$ cat config.mk
export PLATFORM = sky130hd
export DESIGN_NAME = opunit_ctrl
export DESIGN_NICKNAME = d
export VERILOG_FILES = /design/src/rtl/opunit_ctrl.sv
export SDC_FILE = /design/constraint.sdc
export NUM_CORES = 1
export LEC_CHECK = 0
export ABC_AREA = 1
export BUFFER_PORTS_ARGS = -buffer_cell sky130_fd_sc_hd__buf_2
export CORE_MARGIN = 1
export CORE_UTILIZATION = 48
export DETAILED_ROUTE_END_ITERATION = 10
export PLACE_DENSITY = 0.87
export SETUP_SLACK_MARGIN = 0.02
export SLEW_MARGIN = 0
export SYNTH_ARGS = -nofsm -noshare
export SYNTH_HDL_FRONTEND = slang
export SYNTH_SLANG_ARGS = --single-unit
$ cat constraint.sdc
create_clock -name clk -period 2.2 [get_ports clk]
set_clock_uncertainty 0.15 [all_clocks]
set_input_delay 0.33 -clock clk [delete_from_list [all_inputs] [get_ports clk]]
set_output_delay 0.33 -clock clk [all_outputs]
set_load 0.05 [all_outputs]
$ cat src/rtl/opunit_ctrl.sv
module opunit_ctrl #(
  parameter int W   = 16,
  parameter int OPW = 4
) (
  input  logic           clk,
  input  logic           rst_n,
  input  logic           issue,
  input  logic [OPW-1:0] op_code,
  input  logic           op_zero_a,
  input  logic           op_imm_en,
  input  logic [W-1:0]   op_imm,
  input  logic [1:0]     rd_mask_n,
  output logic           busy,
  output logic [1:0]     rd_req,
  input  logic [1:0]     rd_gnt,
  input  logic [W-1:0]   src0,
  input  logic [W-1:0]   src1,
  output logic           core_in_valid,
  input  logic           core_in_ready,
  output logic [OPW-1:0] core_op,
  output logic [W-1:0]   core_a,
  output logic [W-1:0]   core_b,
  input  logic           core_out_valid,
  output logic           core_out_ready,
  input  logic [W-1:0]   core_res,
  output logic           wr_req,
  input  logic           wr_gnt,
  output logic [W-1:0]   wr_data
);

  typedef enum logic [2:0] {S_IDLE, S_READ, S_EXEC, S_WAIT, S_WRITE} st_t;

  st_t            st;
  logic [OPW-1:0] op_q;
  logic [W-1:0]   a_q, b_q, res_q;
  logic [1:0]     need_rd;

  assign need_rd = {~(op_imm_en | rd_mask_n[1]), ~(op_zero_a | rd_mask_n[0])};

  assign busy           = (st != S_IDLE);
  assign wr_req         = (st == S_WRITE);
  assign wr_data        = res_q;
  assign core_in_valid  = (st == S_EXEC);
  assign core_out_ready = (st == S_EXEC) || (st == S_WAIT);
  assign core_op        = op_q;
  assign core_a         = a_q;
  assign core_b         = b_q;

  always_ff @(posedge clk or negedge rst_n) begin
    if (!rst_n) begin
      st     <= S_IDLE;
      rd_req <= '0;
      op_q   <= '0;
      a_q    <= '0;
      b_q    <= '0;
      res_q  <= '0;
    end else begin
      case (st)
        S_IDLE: if (issue) begin
          st     <= S_READ;
          op_q   <= op_code;
          rd_req <= need_rd;
          a_q    <= '0;
          b_q    <= op_imm_en ? op_imm : '0;
        end
        S_READ: begin
          if (rd_req[0] && rd_gnt[0]) begin
            a_q       <= src0;
            rd_req[0] <= 1'b0;
          end
          if (rd_req[1] && rd_gnt[1]) begin
            b_q       <= src1;
            rd_req[1] <= 1'b0;
          end
          if ((rd_req & ~rd_gnt) == 2'b00) st <= S_EXEC;
        end
        S_EXEC: if (core_in_ready) begin
          if (core_out_valid) begin
            res_q <= core_res;
            st    <= S_WRITE;
          end else begin
            st <= S_WAIT;
          end
        end
        S_WAIT: if (core_out_valid) begin
          res_q <= core_res;
          st    <= S_WRITE;
        end
        S_WRITE: if (wr_gnt) st <= S_IDLE;
        default: st <= S_IDLE;
      endcase
    end
  end

endmodule

==> results of run 1 <==
registers in the layout, indices dropped and copies added (netlist names):
register and cells:
core_a 16, core_op 4, core_b 16, wr_data 16
st 3, rd_req 2
power breakdown:
group	switching (mW)	internal, mW	total [mW]
registers	0.255	1.45	1.70
logic	2.35	0.682	3.04
clock network	0.408	0.632	1.04
critical path: stages (launching register included):
cell,delay [ns]
dfrtp_1,0.48
inv_1,0.11
nor3_2,0.19
buf_2,0.31
cells by family after synthesis:
group	after synthesis	synth area share
buf+inv	41	0.0738
compound gates	17	0.0338
simple gates	215	0.350
flops	57	0.543
through the flow:
stage	cell area (sq um)	hold slack, ns	instances	setup slack [ns]	power, mW
floorplan	2630	-0.116	330	0.151	4.04
CTS	3570	0.0388	544	0.313	5.82
global placement	3350	0.215	527	0.542	4.68
detailed placement	3350	0.213	527	0.422	4.77
global route	3570	0.0373	544	0.184	6.14
finish	3570	0.0537	544	0.307	5.78
metal layers:
metal / GRT usage / vias to the layer above / routed length (um)
met2: 0.392 / 113 / 3100
met4: 0.144 / 0 / 182
met5: 0 / - / 0
met1: 0.313 / 1143 / 2850
met3: 0.0659 / 15 / 488
li1: - / 1304 / -
cells in the mapped netlist (all sizes together):
cell type,instances
and2,1
buf,13
clkbuf,1
dfrtp,57
inv,27
nand2,161
nand3,43
nand3b,1
nand4,1
nor2,6
nor3,2
o21ai,17
path summary, 6_finish.rpt:
kind / from / end / slack [ns] / cells past startpoint
setup reg to reg: st[1]$_DFFE_PN0P_ / wr_data[12]$_DFFE_PN0P_ / 0.42 / 6
hold / removal: src0[2] / core_a[2]$_DFFE_PN0P_ / 0.05 / 3
max in group asynchronous: rst_n / core_a[10]$_DFFE_PN0P_ / 0.93 / 3
min in group asynchronous: rst_n / core_a[7]$_DFFE_PN0P_ / 0.39 / 2
hold reg to reg: core_a[14]$_DFFE_PN0P_ / core_a[14]$_DFFE_PN0P_ / 0.32 / 2
setup / recovery: st[1]$_DFFE_PN0P_ / core_in_valid / 0.31 / 3
final cells by class:
type | instances | area (sq um) | share of cell area
Clock buffer | 10 | 128 | 0.0357
Clock inverter | 6 | 82.6 | 0.0231
Inverter | 27 | 101 | 0.0284
Multi-Input combinational cell | 232 | 1010 | 0.282
Sequential cell | 57 | 1430 | 0.399
Tap cell | 70 | 87.6 | 0.0245
Timing Repair Buffer | 142 | 738 | 0.207
layout by cell type, fill, tap and decap left out:
cell and n:
and2_1 1, buf_12 1, buf_2 137, buf_4 3
bufinv_16 2, clkbuf_1 1, clkbuf_8 9, clkinv_2 3
clkinvlp_4 1, dfrtp_1 57, dlygate4sd3_1 1, inv_1 25
inv_2 2, nand2_1 158, nand2_2 1, nand2_4 2
nand3_1 41, nand3_2 1, nand3_4 1, nand3b_1 1
nand4_1 1, nor2_1 5, nor2_4 1, nor3_1 1
nor3_2 1, o21ai_0 16, o21ai_2 1
==> impl_metrics.json, run 1 <==
{
  "outcome": "completed",
  "die_height_um": 76.0,
  "syn_nets": 410,
  "grt_pass1_wl_um": 11300,
  "yosysWarningCount": 0,
  "ys_ff_latch": 57,
  "syn-cell-area_sq_mm": 0.00263,
  "cts_hold_buf": 1,
  "cts_resized": 0,
  "p_leak_nw": 2.23,
  "grt.overflow.total": 0,
  "worstMarginPinSlew_ns": 0.591,
  "grt_pass1_vias": 2466,
  "grt_util_all_layers": 0.249,
  "clk_pin_slew_worst_paths_ns": 0.07,
  "rows": 26,
  "wirelength_um": 6630,
  "crit_type": "reg2out",
  "antenna_found_initial": 0,
  "required_ns": 1.72,
  "area_growth_pct": 35.9,
  "start_kind": "flip-flop",
  "yosysTopAreaCellShare": 0.543,
  "synth.distinct_cells": 23,
  "synthTopCellsByArea": "dfrtp_1 (54%), nand2_1 (23%), nand3_1 (7.8%), inv_1 (3.6%), o21ai_0 (3.0%)",
  "cts_tree": "yes",
  "dp_hpwl_um": 4970,
  "die_w_um": 76.0,
  "end_kind": "output pin",
  "cts_setup_buffers": 0,
  "h-tree-depth": 3,
  "cp.arrival_ns": 1.41,
  "start_util": 0.505,
  "finalCriticalPeriod_ns": 1.89,
  "rsz0062_at_grt": "no",
  "synth_area_leader_cell": "dfrtp_1",
  "nNetsFinal": 549,
  "num_vias": 2575,
  "drt_iter0_markers": 122,
  "drc": 0,
  "finalHoldViolations": 0,
  "port_buffers": 137,
  "cts_buffer_depth": 2,
  "clock-sinks": 57,
  "io_pins": 138,
  "ir_drop_mv": 1.07,
  "drive_gt1_frac": 0.350,
  "clkLatencyLatePin_ns": 0.33,
  "final_core_util": 0.686,
  "vias_per_cell": 4.73,
  "slew_viol_final": 0,
  "synth_cells": 330,
  "relSlewSlack": 0.606,
  "wire_per_inst_um": 12.2,
  "synth_seq_area_share": 0.543,
  "numCtsBuffers": 9,
  "gp_congestion": 0.743,
  "grt_start_max_net_pins": 34,
  "hold_path_class": "in2reg",
  "fin_tns_setup_ns": 0,
  "diodes": 0,
  "coreArea_sq_mm": 0.00520,
  "die-area_sq_mm": 0.00578,
  "crit_fanout": 6,
  "max_cap_violations": 0,
  "fillerInstances": 484,
  "period_share": 0.860,
  "setup_viol": 0,
  "clock.fmax_mhz": 528,
  "detail-route-antenna-nets": 0,
  "firstDrtPassIters": 4,
  "root_buffer": "clkbuf_8",
  "powerDensity_mw_per_mm2": 1620,
  "avgSynthCellArea_sq_um": 7.97
}
(Power assumes the default switching activity.)
==> inputs of run 2 (changes only) <==
--- a/config.mk
+++ b/config.mk
@@ -5,12 +5,12 @@
 export SDC_FILE = /design/constraint.sdc
 export NUM_CORES = 1
 export LEC_CHECK = 0
-export ABC_AREA = 1
+export ABC_AREA = 0
 export BUFFER_PORTS_ARGS = -buffer_cell sky130_fd_sc_hd__buf_2
 export CORE_MARGIN = 1
 export CORE_UTILIZATION = 48
 export DETAILED_ROUTE_END_ITERATION = 10
-export PLACE_DENSITY = 0.87
+export PLACE_DENSITY = 0.88
 export SETUP_SLACK_MARGIN = 0.02
 export SLEW_MARGIN = 0
 export SYNTH_ARGS = -nofsm -noshare
==> run 2 against run 1 <==
  * The flow now finishes with violations (negative hold slack)
  * Clock-buffer cell count grew 2
  * Flip-flop and latch count did not move
  * Synthesized cell count fell by 32%
  * Hold slack got worse by 0.064 ns
  * Routed wire length shrank 13%
  * Register-to-register slack got worse by 0.06 ns
  * Worst setup slack got worse by 0.068 ns
  * Fmax decreased by 3.5%
==> impl_metrics.json, run 2 <==
{
  "outcome": "finished, violations left",
  "failed_checks": "negative hold slack",
  "multi_input_area_sq_um": 993,
  "design_area_sq_mm": 0.00349,
  "grt_pass1_vias": 1945,
  "synth_seq_area_share": 0.555,
  "yosysWarningCount": 0,
  "vias_per_cell": 4.95,
  "area_growth_pct": 36.0,
  "wire_per_inst_um": 13.1,
  "gp_congestion": 0.733,
  "seqPwrFrac": 0.300,
  "synth.distinct_cells": 34,
  "cp.arrival_ns": 1.48,
  "relSlewSlack": 0.533,
  "finalCriticalPeriod_ns": 1.96,
  "firstDrtPassIters": 4,
  "dp.cells": 424,
  "die_height_um": 75.2,
  "ys_ff_latch": 57,
  "crit_fanout": 11,
  "fillerInstances": 419,
  "dp_slack_ns": 0.347,
  "numCtsBuffers": 9,
  "p_leak_nw": 1.85,
  "nNetsFinal": 445,
  "antenna_found_initial": 0,
  "rows": 26,
  "diodes": 0,
  "yosysMostFrequentCell": "nand2_1",
  "start_util": 0.500,
  "syn_nets": 306,
  "required_ns": 1.72,
  "grt_pass1_wl_um": 8510,
  "slew_viol_final": 0,
  "clk_pin_slew_worst_paths_ns": 0.07,
  "dp_hpwl_um": 4210,
  "die_w_um": 75.2,
  "cts_hold_buf": 0,
  "ir_drop_mv": 1.11,
  "h-tree-depth": 3,
  "synth_cells": 226,
  "clock.fmax_mhz": 510,
  "synthArstFlopShare": 1.00,
  "fin_ws_ns": 0.239,
  "worstMarginPinSlew_ns": 0.701,
  "io_pins": 138,
  "ys_dominant_reg_cell": "dfrtp_1",
  "grt.overflow.total": 0,
  "coreArea_sq_mm": 0.00514,
  "synth_area_leader_cell": "dfrtp_1",
  "cts_resized": 0,
  "final_core_util": 0.680,
  "period_share": 0.891,
  "grt_util_all_layers": 0.206,
  "holdWs_ns": -0.0107,
  "cts_setup_buffers": 0,
  "placed_cell_area_sq_mm": 0.00330,
  "grt_start_max_net_pins": 58,
  "drc": 0,
  "hold_path_class": "in2async",
  "synthTopCellsByArea": "dfrtp_1 (56%), nand2_1 (8.8%), mux2i_1 (7.0%), mux2_2 (6.6%), o221a_2 (5.7%)",
  "layout_commonest_cell": "buf_2",
  "p_comb_frac": 0.540,
  "cts_buffer_depth": 2,
  "total_power_mw": 6.01,
  "powerDensity_mw_per_mm2": 1720,
  "p_sw_mw": 3.01,
  "finalHoldViolations": 17,
  "port_buffers": 137,
  "clkLatencyLatePin_ns": 0.32,
  "stdcell_count": 439,
  "drive_gt1_frac": 0.520,
  "p_int_mw": 3.00,
  "cts_tree": "yes",
  "syn-cell-area_sq_mm": 0.00257,
  "drt_iter0_markers": 76,
  "fin_tns_setup_ns": 0,
  "detail-route-antenna-nets": 0,
  "max_cap_violations": 0,
  "setup_viol": 0,
  "die-area_sq_mm": 0.00565,
  "wirelength_um": 5770,
  "avgSynthCellArea_sq_um": 11.4,
  "start_kind": "flip-flop",
  "crit_type": "reg2out",
  "num_vias": 2174,
  "regArea_sq_mm": 0.00143,
  "clkPwrFrac": 0.159,
  "p_sw_frac": 0.500,
  "synth_commonest_cells": "nand2_1 (60), dfrtp_1 (57), inv_1 (18), mux2i_1 (18), mux2_2 (15)",
  "synth-edff-count": 0,
  "root_buffer": "clkbuf_8",
  "final_cell_mix": "buf_2 (137), nand2_1 (60), dfrtp_1 (57), inv_1 (18), mux2i_1 (18)",
  "rsz0062_at_grt": "no",
  "yosysTopAreaCellShare": 0.555,
  "clock-sinks": 57,
  "end_kind": "output pin"
}
run 2: changes by cell type after synthesis, sizes merged, moves of 15 or more:
cell   before  now
nand2     161   60
nand3      43    1
mux2i       0   18
mux2        0   16
o221a       0   16
o21ai      17    2
run 2: power by group through the flow:
| stage | registers (mW) | logic (mW) | clock network, mW |
|---|---|---|---|
| floorplan | 3.30 | 1.04 | 0 |
| global placement | 1.80 | 3.21 | 0 |
| detailed placement | 1.82 | 3.28 | 0 |
| CTS | 1.81 | 3.28 | 0.979 |
| global route | 1.87 | 3.43 | 1.02 |
| finish | 1.80 | 3.25 | 0.956 |
run 2: cell families (layout without fill, tap and decap cells):
kind of cell           Yosys count  after routing  synth area share
and+or+nand+nor                 77             77             0.142
muxes                           34             34             0.140
AOI/OAI and AO/OA               26             26            0.0994
buffers and inverters           32            175            0.0633
DFF                             57             57             0.555
run 2: cell type report:
| cell class | instances | share of cell area |
|---|---|---|
| Timing Repair Buffer | 142 | 0.207 |
| Tap cell | 70 | 0.0251 |
| Multi-Input combinational cell | 137 | 0.284 |
| Sequential cell | 57 | 0.408 |
| Clock inverter | 3 | 0.0115 |
| Clock buffer | 12 | 0.0444 |
| Inverter | 18 | 0.0193 |
run 2: routing by layer:
layer | up-vias | track usage | wire [um]
li1 | 1051 | - | -
met1 | 1029 | 0.253 | 2560
met2 | 84 | 0.335 | 2740
met3 | 10 | 0.0549 | 381
met4 | 0 | 0.105 | 91
met5 | - | 0 | 0
run 2: final timing paths:
check                                       startpoint                endpoint  slack, ns  cells past startpoint
worst max-delay path                 st[2]$_DFFE_PN0P_           core_in_valid       0.24                      3
worst min-delay path                             rst_n  core_a[15]$_DFFE_PN0P_      -0.01                      2
worst max register to register       st[2]$_DFFE_PN0P_  wr_data[1]$_DFFE_PN0P_       0.36                      3
worst min register to register  core_op[2]$_DFFE_PN0P_  core_op[2]$_DFFE_PN0P_       0.32                      2
max in group asynchronous                        rst_n   core_b[4]$_DFFE_PN0P_       1.44                      2
min in group clk                          rd_mask_n[0]   rd_req[0]$_DFFE_PN0P_       0.03                      2
run 2: worst max-delay path, stage by stage, from the launching register on:
cell and delay (ns):
dfrtp_1 0.50, nand2b_1 0.26, nor2_1 0.12, buf_2 0.28
==> inputs of run 3 (changes only) <==
--- a/config.mk
+++ b/config.mk
@@ -7,10 +7,12 @@
 export LEC_CHECK = 0
 export ABC_AREA = 0
 export BUFFER_PORTS_ARGS = -buffer_cell sky130_fd_sc_hd__buf_2
+export CORE_ASPECT_RATIO = 0.5
 export CORE_MARGIN = 1
 export CORE_UTILIZATION = 48
 export DETAILED_ROUTE_END_ITERATION = 10
 export PLACE_DENSITY = 0.88
+export RECOVER_POWER = 50
 export SETUP_SLACK_MARGIN = 0.02
 export SLEW_MARGIN = 0
 export SYNTH_ARGS = -nofsm -noshare
==> run 3 against run 2 <==
  * The run now ends clean
  * Core utilization about the same
  * Worst setup slack got worse by 0.061 ns
  * First-iteration DRC count is 12% higher
  * Flip-flop and latch count stayed put
  * Critical path type unchanged
  * Highest routed layer unchanged
  * Register-to-register slack lost 0.09 ns
  * Clock-buffer cell count up 1
  * Global-route usage grew 1.5 points
  * Cell count rose by 0.46%
  * Critical endpoint is now busy
  * Die area up 0.32%
  * Non-clock buffer count rose by 1
  * Routed wire length rose by 6.3%
  * Sequential power up 2%
==> impl_metrics.json, run 3 (synthesis gave the netlist of run 2 again) <==
{
  "outcome": "completed",
  "max_cap_violations": 0,
  "coreArea_sq_mm": 0.00504,
  "powerDensity_mw_per_mm2": 1720,
  "finalCriticalPeriod_ns": 2.02,
  "wire_per_inst_um": 13.9,
  "slowest_stage": "dfrtp_1",
  "port_buffers": 137,
  "cts_setup_buffers": 0,
  "detail-route-antenna-nets": 0,
  "clk_pin_slew_worst_paths_ns": 0.06,
  "crit_start": "st[1]$_DFFE_PN0P_",
  "grt_start_max_net_pins": 29,
  "area_growth_pct": 33.6,
  "cts_resized": 0,
  "cts_hold_buf": 1,
  "setup_viol": 0,
  "crit_fanout": 8,
  "gp_congestion": 0.842,
  "hp-start": "op_zero_a",
  "dp_hpwl_um": 4600,
  "root_buffer": "clkbuf_8",
  "grt_pass1_wl_um": 9380,
  "vias_per_cell": 4.99,
  "worstMarginPinSlew_ns": 0.690,
  "clkLatencyLatePin_ns": 0.32,
  "required_ns": 1.72,
  "r2r_slack_ns": 0.27,
  "start_kind": "flip-flop",
  "io_pins": 138,
  "nNetsFinal": 446,
  "period_share": 0.919,
  "die-area_sq_mm": 0.00567,
  "relSlewSlack": 0.540,
  "clock.fmax_mhz": 495,
  "cp.arrival_ns": 1.54,
  "rsz0062_at_grt": "no",
  "h-tree-depth": 3,
  "drc": 0,
  "num_vias": 2199,
  "clock-sinks": 57,
  "drt_iter0_markers": 85,
  "rows": 18,
  "p_leak_nw": 1.68,
  "firstDrtPassIters": 7,
  "grt_util_all_layers": 0.221,
  "hold_path_class": "in2reg",
  "slew_viol_final": 0,
  "grt_pass1_vias": 2105,
  "critPathMaxStageDelay_ns": 0.49,
  "numCtsBuffers": 9,
  "final_cell_mix": "buf_2 (86), nand2_1 (60), dfrtp_1 (57), clkbuf_1 (54)",
  "fin_tns_setup_ns": 0,
  "die_w_um": 105,
  "fillerInstances": 439,
  "wirelength_um": 6130,
  "end_kind": "output pin",
  "drive_gt1_frac": 0.377,
  "die_height_um": 53.7,
  "diodes": 0,
  "r2r-start": "st[0]$_DFFE_PN0P_",
  "cp_cell_sequence": "buf_4, or3_1, buf_2",
  "cts_buffer_depth": 2,
  "cts_tree": "yes",
  "regArea_sq_mm": 0.00143,
  "layout_commonest_cell": "buf_2",
  "multi_input_area_sq_um": 993,
  "ir_drop_mv": 1.18,
  "antenna_found_initial": 0,
  "grt.overflow.total": 0,
  "total_power_mw": 5.89,
  "start_util": 0.509,
  "crit_type": "reg2out",
  "finalHoldViolations": 0
}
[run 3: cell count changes in the layout (fill, tap and decap cells not counted), sizes merged]
| cell | delta |
|---|---|
| clkbuf | +53 |
| dlygate4sd3 | +1 |
| buf | -52 |
[run 3: cell type report]
class,instances,area share
timing repair buffer,143,0.194
multi-input combinational,137,0.290
sequential,57,0.416
tap,70,0.0255
clock inverter,3,0.0117
inverter,18,0.0197
clock buffer,13,0.0434
[run 3: worst paths after layout]
path,endpoint,depth (start not counted)
min,rd_req[0]$_DFFE_PN0P_,2
min reg2reg,core_op[2]$_DFFE_PN0P_,2
max in group asynchronous,st[1]$_DFFE_PN0P_,3
max reg2reg,core_b[11]$_DFFE_PN0P_,3
min in group asynchronous,core_b[4]$_DFFE_PN0P_,2
max,busy,3
[run 3: metrics by stage]
step | instances | cell area (sq um) | setup WS (ns) | hold WS [ns] | utilization
after floorplan | 226 | 2570 | 0.346 | -0.116 | -
after global placement | 424 | 3300 | 0.404 | 0.200 | 0.654
after detailed placement | 424 | 3300 | 0.340 | 0.226 | 0.654
after CTS | 441 | 3500 | 0.163 | 0.0208 | 0.693
after global routing | 441 | 3430 | 0.119 | 0.0210 | 0.680
final | 441 | 3430 | 0.178 | 0.0398 | 0.680
[run 3: worst max-delay path: cells and delay by family, from the launching register on]
family	cells	cell delay, ns
flip-flops	1	0.49
buffers and inverters	2	0.43
AND/OR/NAND/NOR	1	0.30
[run 3: where the power goes]
part	total, mW	internal (mW)	switching, mW
sequential	1.84	1.51	0.327
clock	0.926	0.551	0.374
combinational	3.12	0.791	2.33
total	5.89	2.85	3.04
[run 3: per-layer routing]
layer  vias to the layer above  track usage  wire, um  part of all wire
li1                       1053            -         -                 -
met1                      1069        0.234      2400              0.39
met2                        75        0.423      3290              0.54
met3                         2       0.0751       412             0.067
met4                         0       0.0869        27            0.0044
met5                         -            0         0                 0
